`config.mk`:
```
export PLATFORM = sky130hd
export DESIGN_NAME = sd_rsp_check
export DESIGN_NICKNAME = d
export VERILOG_FILES = /design/src/rtl/sd_rsp_pkg.sv /design/src/rtl/sd_rsp_crc7.sv /design/src/rtl/sd_rsp_wait_timer.sv /design/src/rtl/sd_rsp_check.sv
export SDC_FILE = /design/constraint.sdc
export NUM_CORES = 1
export LEC_CHECK = 0
export ABC_AREA = 1
export CAP_MARGIN = 20
export CORE_AREA = 2 2 80 82
export CTS_BUF_LIST = sky130_fd_sc_hd__clkbuf_4
export DETAILED_ROUTE_END_ITERATION = 12
export DIE_AREA = 0 0 82 84
export GPL_TIMING_DRIVEN = 0
export SYNTH_ARGS = -nofsm -noshare
export SYNTH_HDL_FRONTEND = slang
export SYNTH_HIERARCHICAL = 1
export SYNTH_SLANG_ARGS = --single-unit
```
`constraint.sdc`:
```
create_clock -name clk -period 4.2 [get_ports clk]
set_input_delay 0.84 -clock clk [delete_from_list [all_inputs] [get_ports clk]]
set_output_delay 0.84 -clock clk [all_outputs]
set_load 0.01 [all_outputs]
```
`src/rtl/sd_rsp_pkg.sv`:
```
package sd_rsp_pkg;
    typedef enum logic [1:0] {
        RSP_NONE  = 2'd0,
        RSP_SHORT = 2'd1,
        RSP_LONG  = 2'd2,
        RSP_LONGX = 2'd3
    } rsp_len_e;

    typedef enum logic [1:0] {
        ST_IDLE = 2'd0,
        ST_WAIT = 2'd1,
        ST_RECV = 2'd2
    } rsp_st_e;
endpackage

```
`src/rtl/sd_rsp_crc7.sv`:
```
// Serial CRC accumulator, MSB-first feed, zero seed.
module sd_rsp_crc7 #(
    parameter int              W    = 7,
    parameter logic [W-1:0]    POLY = 7'h09
) (
    input  logic         clk,
    input  logic         rst_n,
    input  logic         clr,
    input  logic         en,
    input  logic         din,
    output logic [W-1:0] crc
);
    logic [W-1:0] crc_d, crc_q;
    logic         fb;

    always_comb begin
        fb    = din ^ crc_q[W-1];
        crc_d = crc_q;
        if (clr) begin
            crc_d = '0;
        end else if (en) begin
            crc_d = {crc_q[W-2:0], 1'b0} ^ (fb ? POLY : '0);
        end
    end

    always_ff @(posedge clk or negedge rst_n) begin
        if (!rst_n) crc_q <= '0;
        else        crc_q <= crc_d;
    end

    assign crc = crc_q;
endmodule

```
`src/rtl/sd_rsp_wait_timer.sv`:
```
// Counts idle cycles while run is high; expired flags the last allowed one.
module sd_rsp_wait_timer #(
    parameter int LIMIT = 64
) (
    input  logic clk,
    input  logic rst_n,
    input  logic clr,
    input  logic run,
    output logic expired
);
    localparam int CNT_W = (LIMIT > 1) ? $clog2(LIMIT) : 1;
    localparam logic [CNT_W-1:0] LAST = CNT_W'(LIMIT - 1);

    logic [CNT_W-1:0] cnt_d, cnt_q;

    always_comb begin
        expired = run && (cnt_q == LAST);
        cnt_d   = cnt_q;
        if (clr)                  cnt_d = '0;
        else if (run && !expired) cnt_d = cnt_q + 1'b1;
    end

    always_ff @(posedge clk or negedge rst_n) begin
        if (!rst_n) cnt_q <= '0;
        else        cnt_q <= cnt_d;
    end
endmodule

```
`src/rtl/sd_rsp_check.sv`:
```
module sd_rsp_check
    import sd_rsp_pkg::*;
#(
    parameter int TIMEOUT_CYC = 64,
    parameter int SHORT_BITS  = 48,
    parameter int LONG_BITS   = 136,
    parameter int IDX_W       = 6,
    parameter int CRC_W       = 7
) (
    input  logic             clk,
    input  logic             rst_n,
    input  logic             cmd_in,
    input  logic             issue,
    input  logic [IDX_W-1:0] issue_idx,
    input  logic [1:0]       rsp_len,
    input  logic             crc_chk_en,
    input  logic             idx_chk_en,
    output logic             cc,
    output logic             cto,
    output logic             ccrc,
    output logic             ceb,
    output logic             cie
);
    localparam int POS_W = $clog2(LONG_BITS);
    localparam logic [POS_W-1:0] P_IDX_LO = POS_W'(2);
    localparam logic [POS_W-1:0] P_IDX_HI = POS_W'(2 + IDX_W - 1);
    localparam logic [POS_W-1:0] P_CRC_LO = POS_W'(SHORT_BITS - 1 - CRC_W);
    localparam logic [POS_W-1:0] P_END_S  = POS_W'(SHORT_BITS - 1);
    localparam logic [POS_W-1:0] P_END_L  = POS_W'(LONG_BITS - 1);

    typedef struct packed {
        rsp_st_e          st;
        logic             is_long;
        logic             crc_en;
        logic             idx_en;
        logic [IDX_W-1:0] idx_exp;
        logic [IDX_W-1:0] idx_rx;
        logic [CRC_W-1:0] crc_rx;
        logic [POS_W-1:0] pos;
        logic             cc;
        logic             cto;
        logic             ccrc;
        logic             ceb;
        logic             cie;
    } chk_state_t;

    chk_state_t       s_d, s_q;
    logic             start_ok;
    logic             crc_feed;
    logic             tmr_run;
    logic             tmr_exp;
    logic             last_bit;
    logic [CRC_W-1:0] crc_calc;
    rsp_len_e         len_in;

    assign len_in   = rsp_len_e'(rsp_len);
    assign start_ok = (s_q.st == ST_IDLE) && issue;

    sd_rsp_wait_timer #(.LIMIT(TIMEOUT_CYC)) u_timer (
        .clk     (clk),
        .rst_n   (rst_n),
        .clr     (start_ok),
        .run     (tmr_run),
        .expired (tmr_exp)
    );

    sd_rsp_crc7 #(.W(CRC_W), .POLY(CRC_W'(7'h09))) u_crc (
        .clk   (clk),
        .rst_n (rst_n),
        .clr   (start_ok),
        .en    (crc_feed),
        .din   (cmd_in),
        .crc   (crc_calc)
    );

    always_comb begin
        s_d      = s_q;
        s_d.cc   = 1'b0;
        s_d.cto  = 1'b0;
        s_d.ccrc = 1'b0;
        s_d.ceb  = 1'b0;
        s_d.cie  = 1'b0;
        crc_feed = 1'b0;
        tmr_run  = 1'b0;
        last_bit = 1'b0;

        case (s_q.st)
            ST_IDLE: begin
                if (issue) begin
                    s_d.idx_exp = issue_idx;
                    s_d.crc_en  = crc_chk_en;
                    s_d.idx_en  = idx_chk_en;
                    s_d.is_long = (len_in == RSP_LONG) || (len_in == RSP_LONGX);
                    if (len_in == RSP_NONE) s_d.cc = 1'b1;
                    else                    s_d.st = ST_WAIT;
                end
            end
            ST_WAIT: begin
                if (!cmd_in) begin
                    crc_feed = 1'b1;
                    s_d.st   = ST_RECV;
                    s_d.pos  = POS_W'(1);
                end else begin
                    tmr_run = 1'b1;
                    if (tmr_exp) begin
                        s_d.cto = 1'b1;
                        s_d.st  = ST_IDLE;
                    end
                end
            end
            ST_RECV: begin
                s_d.pos = s_q.pos + 1'b1;
                if (s_q.pos >= P_IDX_LO && s_q.pos <= P_IDX_HI)
                    s_d.idx_rx = {s_q.idx_rx[IDX_W-2:0], cmd_in};
                if (s_q.pos < P_CRC_LO)
                    crc_feed = 1'b1;
                else if (s_q.pos < P_END_S)
                    s_d.crc_rx = {s_q.crc_rx[CRC_W-2:0], cmd_in};
                last_bit = s_q.is_long ? (s_q.pos == P_END_L) : (s_q.pos == P_END_S);
                if (last_bit) begin
                    s_d.st  = ST_IDLE;
                    s_d.cc  = 1'b1;
                    s_d.ceb = !cmd_in;
                    if (!s_q.is_long) begin
                        s_d.ccrc = s_q.crc_en && (s_q.crc_rx != crc_calc);
                        s_d.cie  = s_q.idx_en && (s_q.idx_rx != s_q.idx_exp);
                    end
                end
            end
            default: s_d.st = ST_IDLE;
        endcase
    end

    always_ff @(posedge clk or negedge rst_n) begin
        if (!rst_n) s_q <= '{st: ST_IDLE, default: '0};
        else        s_q <= s_d;
    end

    assign cc   = s_q.cc;
    assign cto  = s_q.cto;
    assign ccrc = s_q.ccrc;
    assign ceb  = s_q.ceb;
    assign cie  = s_q.cie;
endmodule

```
# Word-level counts from Yosys, hierarchy flattened

Cells that the tools add are included.

Magnitude comparators: 4
$mul: 0
Divide/modulo/power cells: 0
Muxes and demuxes: 30
Reductions and logical operators: 19
Bitwise logic cells: 3
$add $sub $neg: 2
Equal/unequal tests: 14
Shifts and indexed selects: 0

Operator list:

| kind                                                               | number |
|---|---|
| less-than comparator 8 x 6 -> 1 bit (second input constant)        | 2 |
| one-hot mux 8 bit (2 select lines)                                 | 1 |
| 2-to-1 mux 7 bit                                                   | 2 |
| 2-to-1 mux 1 bit                                                   | 13 |
| 2-to-1 mux 6 bit                                                   | 2 |
| 2-to-1 mux 11 bit                                                  | 1 |
| adder 8 x 1 -> 8 bit (second input constant)                       | 1 |
| == test 8 x 6 -> 1 bit (second input constant)                     | 1 |
| == test 8 bit (second input constant)                              | 1 |
| greater-or-equal comparator 8 x 2 -> 1 bit (second input constant) | 1 |
| <= comparator 8 x 3 -> 1 bit (second input constant)               | 1 |
| 2-to-1 mux 2 bit                                                   | 4 |
| 2-to-1 mux 8 bit                                                   | 1 |
| inequality test 2 bit (second input constant)                      | 4 |
| inequality test 7 bit                                              | 1 |
| bitwise XOR 7 bit                                                  | 1 |
| adder 6 x 1 -> 6 bit (second input constant)                       | 1 |
| == test 2 bit (second input constant)                              | 3 |
| == test 6 bit (second input constant)                              | 1 |
| logical AND 1 bit                                                  | 6 |
| 2-to-1 mux 3 bit                                                   | 2 |
| inequality test 6 bit                                              | 1 |
| one-hot mux 2 bit (3 select lines)                                 | 1 |
| AND reduction 2 bit                                                | 3 |
| other kinds (12)                                                   | 17 |

Output and inout bits: 5
Memory bits (read-only): 0
Flip-flop bits (word level): 50
Memories: 0
RAM bits: 0
Bits in latches: 0

# Longest topological paths before layout

Gate-level depths: netlist of the first run.

Depth after elaboration: 7
Depth in mapped cells: 11

# By module

Netlist of the first run, hierarchy kept.

By module, submodules not included:

| module            | times used | cells each | area an instance (um^2) |
|---|---|---|---|
| sd_rsp_check      | 1          | 229        | 1910.6 |
| sd_rsp_wait_timer | 1          | 54         | 404.1 |
| sd_rsp_crc7       | 1          | 36         | 312.8 |

# Worst setup path after synthesis of the first run

Ideal clock, no wire load.

Kind: in2reg
Start: input port cmd_in
End: register s_q[35] (netlist bit)
Required time: 4083 ps
Stages on the path: 9
Setup slack: 2323 ps
Data arrival time: 1760 ps
Cell sequence: nand2_1 > inv_1 > inv_1 > nor2_1 > inv_1 > a22oi_1 > nand2_1 > nand2_1 > nand2_1

Word-level cells in the longest chain between the ends: 5

Ends and longest elaborated chain:

| what                            | RTL line                | source |
|---|---|---|
| start: declaration              | sd_rsp_check.sv:12      | `input logic cmd_in,` |
| 2-to-1 mux 1 bit                | sd_rsp_check.sv:99      | `if (!cmd_in) begin` |
| 2-to-1 mux 1 bit                | sd_rsp_check.sv:87      | `case (s_q.st)` |
| named net tmr_run               | sd_rsp_check.sv:50      | `logic tmr_run;` |
| logical AND 1 bit               | sd_rsp_wait_timer.sv:17 | `expired = run && (cnt_q == LAST);` |
| named net tmr_exp               | sd_rsp_check.sv:51      | `logic tmr_exp;` |
| inequality test 3 bit (no line) | n/a                     |  |
| AND reduction 4 bit (no line)   | n/a                     |  |
| end signal: assignment          | sd_rsp_check.sv:135     | `if (!rst_n) s_q <= '{st: ST_IDLE, default: '0};` |
| end signal: assignment          | sd_rsp_check.sv:136     | `else s_q <= s_d;` |
| end: declaration                | sd_rsp_check.sv:47      | `chk_state_t s_d, s_q;` |

The timed path passes the listed nets, and every way through them passes these cells.
A chain may end at the register's enable or synchronous reset.

# Worst setup path after layout of the first run

Ends and elaborated chain as after synthesis.

==> results.md, run 1 <==
- Crit path DAT: 2.61 ns
- Synth cell types: 34
- DR vias: 2041
- Status: finished, final reports clean
- Post-cts hold buffer count: 0
- Crit-path max cell delay: 0.61 ns
- Die width: 82 um
- Insertion delay of the later-clocked pin in the worst-skew pair: 0.36 ns
- Syn. warnings: 6
- Critical path data required time: 4.47 ns
- Hold Vio Cnt, Final: 0
- F_max: 428.0 MHz
- DRC viols: 0
- DR WL/cell: 11.49 um
- Post-synthesis sequential area ratio: 47.62%
- Die Y: 84 um
- Root Buffer: clkbuf_4
- Core footprint: 6096 um2
- TritonCTS Sinks: 50
- WHS: 0.4312 ns
- Post-CTS setup buffer count: 0
- Max-slew headroom: 63.73%
- Max-cap violation count: 0
- H-tree Lvls: 2
- Worst path top cell family by delay: buffers and inverters
- Synth Instances: 319
- First-pass GRT wire length: 8.431 mm
- Yosys reg bits: 50
- Syn_nets: 339
- Io pins: 19
- Final Setup Violations: 0
- Post-DRT Antenna Nets: 0
- Critical path endpoint category: register
- Die ar.: 6888 um2
- Clk_skew: 0.01014 ns
- Slowest CP cell: clkdlybuf4s50_1
- Crit-path cells: clkdlybuf4s50_1 > nand2_1 > inv_1 > inv_1 > nor2_1 > inv_1 > a22oi_1 > nand2_1 > nand2_1 > nand2_1
- Initial antenna violation count: 0
- Most used cell, CP: nand2_1
- CP bufs+invs: 4
- Final worst setup slack: 1.864 ns
- Min-delay worst type: in -> async
- Clk slew on worst S/H paths: 0.15 ns
- RSZ-0062 raised after global routing: false
- GP Congestion: 0.8130
- VDD IR max: 0.2395 mV
- Vias in the first global route: 1884
- Final worst path period need: 2.336 ns
- Avg Inst Size Synth: 8.237 um2
- Maximum number of pins on one net before global-route repair: 29
- Post-CTS resize count: 0
- CP max FO: 7
- IO Port Bufs: 18
- Slew of the pin with the lowest slew margin: 0.5440 ns
- Layout Cells excl Fill: 423
- Ant. Diodes: 0
- Post-DP HPWL: 3.689 mm
- DR pass1 iterations: 4
- CTS tree: yes
- Layout cells sized above 1: 11.56%
- Period Utilization, post-route: 55.63%
- Power Density: 513.8 nW/um2
- Inst Count DP: 415
- Mapped cell area: 2628 um2
- Crit path kind: in -> reg
- All-Layer GR Usage: 15.61%
- Initial Utilization: 43.10%
- Average vias per placed instance: 4.825
- Fin nets: 365
- Row count: 29
- Total grt overflow: 0
- Fin. max-slew vios: 0
- Initial DRC count: 126
- Num CTS Buffers: 5
- Pre-CTS setup slack: 1.473 ns
- Lkg Pwr: 1.481 nW
- Startpoint types: input pin
- Final WL: 4.861 mm
- Setup TNS: 0 ns
- Max clock buf depth: 2
- Area Overhead vs Synth: 14.19%
==> metrics by stage <==
| step | area, um2 | util, % | power, W |
|---|---|---|---|
| floorplan | 2628 | - | 0.001125 |
| global placement | 2904 | 47.64 | 0.001260 |
| detailed placement | 2919 | 47.89 | 0.001273 |
| CTS | 3000 | 49.22 | 0.001563 |
| global route | 3000 | 49.22 | 0.001681 |
| finish | 3000 | 49.22 | 0.001541 |
==> report_power, final <==
group	switching, W	internal (W)	total (W)	leakage, nW
registers	0.0000940	0.000601	0.000695	0.661
clock network	0.000157	0.000127	0.000284	0.0456
logic	0.000355	0.000208	0.000563	0.774
total	0.000606	0.000935	0.00154	1.48
==> cells by family after synthesis <==
group | synth area share [%]
AND/OR/NAND/NOR | 28.76
buffers and inverters | 7.381
adder cells (fa/ha/maj) | 2.857
XOR/XNOR | 3.667
AO/OA/AOI/OAI | 9.714
flip-flops | 47.62
==> final timing paths <==
kind | to | slack [ns] | cells past startpoint | startpoint
min in group clk | s_q[31] | 0.52 | 2 | s_q[31]
max reg2reg | u_timer/cnt_q[3] | 2.21 | 9 | s_q[35]
min | s_q[28] | 0.43 | 1 | rst_n
min reg2reg | s_q[31] | 0.52 | 2 | s_q[31]
max in group asynchronous | s_q[13] | 3.23 | 2 | rst_n
max | s_q[35] | 1.86 | 10 | cmd_in
==> layout by cell type, fill, tap and decap left out, types with 2 or more instances in the layout <==
cell type / n
buf_2: 2
nand4_1: 4
clkinv_2: 2
a21oi_2: 3
xor2_1: 5
ha_1: 6
a21oi_1: 5
nand2_4: 2
o21ai_0: 13
clkbuf_4: 5
o21ai_2: 5
nand3_1: 24
o21bai_1: 3
dfrtp_1: 50
nand2_2: 3
nor2_1: 32
nand2_1: 86
o31ai_1: 2
nor3_1: 4
o21ai_1: 2
xnor2_1: 6
inv_2: 7
inv_1: 38
nor3_4: 2
o22ai_1: 4
nor2_4: 2
clkdlybuf4s50_1: 17
==> cell type report <==
type	instances	area [um2]
plain buffers	2	16.27
clock buffers	5	37.54
clock inverters	3	43.79
fillers	592	3095
inverters	47	177.7
multi-input cells	220	1182
flip-flops and latches	50	1251
well taps	77	96.34
repair buffers	19	195.2
==> cells in the mapped netlist <==
cell | n | area, um2
a211oi_1 | 1 | 7.510
a21oi_1 | 5 | 25.02
a21oi_2 | 3 | 26.28
a22oi_1 | 1 | 7.510
buf_2 | 1 | 5.000
buf_6 | 1 | 11.26
clkinv_1 | 1 | 3.750
clkinv_2 | 1 | 5.000
dfrtp_1 | 50 | 1251
ha_1 | 6 | 75.07
inv_1 | 38 | 142.6
inv_2 | 7 | 26.28
nand2_1 | 86 | 322.8
nand2_2 | 3 | 18.77
nand2_4 | 2 | 22.52
nand2_8 | 1 | 20.02
nand3_1 | 24 | 120.1
nand3_4 | 1 | 17.52
nand4_1 | 4 | 25.02
nor2_1 | 32 | 120.1
nor2_2 | 1 | 6.260
nor2_4 | 2 | 22.52
nor3_1 | 4 | 20.02
nor3_4 | 2 | 32.53
nor3b_1 | 1 | 7.510
o21a_1 | 1 | 7.510
o21ai_0 | 13 | 65.06
o21ai_1 | 2 | 10.01
o21ai_2 | 5 | 43.79
o21bai_1 | 3 | 22.52
o22ai_1 | 4 | 25.02
o31ai_1 | 2 | 15.01
xnor2_1 | 6 | 52.55
xor2_1 | 5 | 43.79
==> state kept, by name, indices dropped and copies added (netlist names) <==
name / flops
cie: 1
s_q: 32
ccrc: 1
u_timer/cnt_q: 6
ceb: 1
cto: 1
cc: 1
u_crc/crc: 7
==> layer usage <==
layer | share of wire, % | vias to the layer above | track usage (%)
met3 | 3.1 | 5 | 3.247
met1 | 48 | 945 | 22.30
met2 | 48 | 21 | 24.02
met5 | 0 | - | 0
li1 | - | 1070 | -
met4 | 0.91 | 0 | 4.091
(Power assumes the default switching activity.)
==> run 2: changes to the inputs <==
==> constraint.sdc (replaced) <==
create_clock -name clk -period 2.2 [get_ports clk]
set_input_delay 0.44 -clock clk [delete_from_list [all_inputs] [get_ports clk]]
set_output_delay 0.44 -clock clk [all_outputs]
set_load 0.01 [all_outputs]
==> results of run 2 <==
Same layout as run 1 (identical final DEF). Status: finished, final reports clean.
Among the figures that moved: setup slack after placement 1.473 ns -> -0.1268 ns; setup slack after layout 1.864 ns -> 0.2114 ns; hold slack 0.4312 ns -> 0.03117 ns; start point of the critical path cmd_in -> s_q[35]; end point of the critical path s_q[35] -> u_timer/cnt_q[3]; register-to-register setup slack 2.21 ns -> 0.21 ns; total power 0.001541 W -> 0.002943 W; worst IR drop on VDD 0.2395 mV -> 0.4572 mV
==> run 3: changes to the inputs <==
--- a/config.mk
+++ b/config.mk
@@ -8,10 +8,11 @@
 export ABC_AREA = 1
 export CAP_MARGIN = 20
 export CORE_AREA = 2 2 80 82
-export CTS_BUF_LIST = sky130_fd_sc_hd__clkbuf_4
+export CTS_CLUSTER_SIZE = 10
 export DETAILED_ROUTE_END_ITERATION = 12
 export DIE_AREA = 0 0 82 84
 export GPL_TIMING_DRIVEN = 0
+export PLACE_DENSITY = 0.64
 export SYNTH_ARGS = -nofsm -noshare
 export SYNTH_HDL_FRONTEND = slang
 export SYNTH_HIERARCHICAL = 1
==> run 3 against run 2 <==
Against the previous run:
- global-route usage up 0.57 points
- combinational power hardly changed
- design area up 1.3%
- highest routed layer unchanged
==> results.md, run 3 (same netlist as run 1, synthesis figures left out) <==
- TritonCTS Sinks: 50 (unchanged)
- DRC viols: 0 (unchanged)
- Insertion delay of the later-clocked pin in the worst-skew pair: 0.30 ns (-0.06 ns)
- Critical path data required time: 2.40 ns
- All-Layer GR Usage: 16.18% (+0.57 points)
- WL met2: 2.456 mm (+5.0%)
- Commonest non-fill, non-tap cell in the layout: nand2_1
- Vias in the first global route: 1963 (+4.2%)
- Num CTS Buffers: 5 (unchanged)
- Status: finished, final reports clean
- Average vias per placed instance: 4.829 (about the same)
- F_max: 514.4 MHz
- Initial antenna violation count: 0 (unchanged)
- Max FFs per register: 32 (unchanged)
- Area Overhead vs Synth: 15.62%
- VDD IR max: 0.4425 mV
- Final worst path period need: 1.944 ns
- Fillers: 577 (-2.5%)
- Post-cts hold buffer count: 0 (unchanged)
- Worst r2r path cells: 8 (-1)
- Critical path endpoint category: register
- Io pins: 19 (unchanged)
- Crit path kind: in -> reg
- Min-delay worst type: in -> async
- R2R Setup Slk: 0.27 ns
- Post-DP HPWL: 3.797 mm (+2.9%)
- Core footprint: 6096 um2 (unchanged)
- Tot Pwr: 0.003079 W
- DR WL/cell: 11.90 um (+3.5%)
- Final Setup Violations: 0 (unchanged)
- Die width: 82 um (unchanged)
- Slew of the pin with the lowest slew margin: 0.5444 ns (+0.0003644 ns)
- Max-cap violation count: 0 (unchanged)
- Maximum number of pins on one net before global-route repair: 29 (unchanged)
- CTS tree: yes
- Root Buffer: clkbuf_8
- Fin nets: 365 (unchanged)
- Commonest non-fill, non-tap cells in the layout: 86 x nand2_1, 50 x dfrtp_1, 37 x inv_1
- Power Density: 1013 nW/um2
- Max-slew headroom: 63.71% (about the same)
- Die Y: 84 um (unchanged)
- Ant. Diodes: 0 (unchanged)
- Met1 WL: 2.349 mm (+0.99%)
- R2r endpoint: u_timer/cnt_q[0]
- Lkg Pwr: 1.484 nW (+0.19%)
- Period Utilization, post-route: 88.36%
- Max clock buf depth: 2 (unchanged)
- Fin. max-slew vios: 0 (unchanged)
- Area post-placement: 2919 um2 (unchanged)
- Initial DRC count: 84 (-33%)
- Startpoint types: input pin
- Layout Cells excl Fill: 422 (-0.24%)
- Final WL: 5.021 mm (+3.3%)
- Initial Utilization: 43.10% (unchanged)
- Hold Vio Cnt, Final: 0 (unchanged)
- Biggest register: s_q
- WHS: 0.1106 ns
- Clk_skew: 0.006614 ns (-0.003530 ns)
- IO Port Bufs: 18 (unchanged)
- Inst Count DP: 415 (unchanged)
- Row count: 29 (unchanged)
- DR vias: 2038 (-0.15%)
- Metal3 WL: 163 um (+9.4%)
- DR pass1 iterations: 4 (unchanged)
- Layout cells sized above 1: 11.59% (+0.034 points)
- GP Congestion: 0.8278 (+1.8%)
- CP max FO: 7
- Die ar.: 6888 um2 (unchanged)
- FF-to-FF Start: s_q[35]
- H-tree Lvls: 2 (unchanged)
- Total grt overflow: 0 (unchanged)
- First-pass GRT wire length: 8.707 mm (+3.3%)
- Max Used Layer: met4
- Fin area: 3038 um2 (+1.3%)
- Clk slew on worst S/H paths: 0.09 ns (-0.06 ns)
- RSZ-0062 raised after global routing: false
- Post-DRT Antenna Nets: 0 (unchanged)
- Crit path DAT: 2.14 ns
run 3: changes by cell type in the layout (fill, tap and decap cells not counted), sizes merged:
cell,previous run,this run
clkinv,3,2
clkinvlp,0,1
clkbuf,5,7
buf,4,3
inv,46,44
run 3: worst max-delay path by stage:
stage	from	end	slack, ns	cells after the start
after floorplan	s_q[36]	s_q[35]	0.50	11
after global placement	rst_n	s_q[9]	-0.80	1
after detailed placement	cmd_in	s_q[36]	-0.15	10
after CTS	cmd_in	s_q[36]	0.16	10
after global routing	cmd_in	s_q[35]	0.03	10
final	cmd_in	s_q[36]	0.26	10
run 3: final cells by class:
| cell class | instances | area, um2 | share of cell area (%) |
|---|---|---|---|
| Clock buffer | 6 | 82.58 | 2.718 |
| Buffer | 2 | 18.77 | 0.6178 |
| Multi-Input combinational cell | 220 | 1182 | 38.92 |
| Sequential cell | 50 | 1251 | 41.19 |
| Tap cell | 77 | 96.34 | 3.171 |
| Inverter | 47 | 181.4 | 5.972 |
| Clock inverter | 1 | 30.03 | 0.9885 |
| Timing Repair Buffer | 19 | 195.2 | 6.425 |
run 3: what timing repair did:
item | CTS | global route
setup buffers | 0 | 0
setup endpoints to repair | 0 | 3
gates resized for setup | 0 | 2
run 3: layer usage:
metal	track usage, %	vias to the layer above
met3	3.355	5
met2	26.46	26
met4	5.455	0
li1	-	1059
met5	0	-
met1	21.05	948
run 3: metrics by stage:
step	setup TNS (ns)	utilization (%)	setup slack, ns
after floorplan	0	-	0.4969
after global placement	-40.18	47.64	-0.7968
after global routing	0	49.84	0.02717
after CTS	0	49.73	0.1607
after detailed placement	-0.6103	47.89	-0.1502
final	0	49.84	0.2561
run 3: report_power, final:
group | internal (W) | total, W | leakage (nW) | switching, W
Clock | 0.000364 | 0.000656 | 0.0573 | 0.000292
Combinational | 0.000400 | 0.00109 | 0.765 | 0.000692
Sequential | 0.00115 | 0.00133 | 0.661 | 0.000183
run 3: critical path, cell delays in order:
cell	delay, ns
clkdlybuf4s50_1	0.61
nand2_1	0.17
clkinvlp_4	0.20
inv_1	0.06
nor2_1	0.09
inv_1	0.06
a22oi_1	0.26
nand2_1	0.12
nand2_1	0.08
nand2_1	0.05
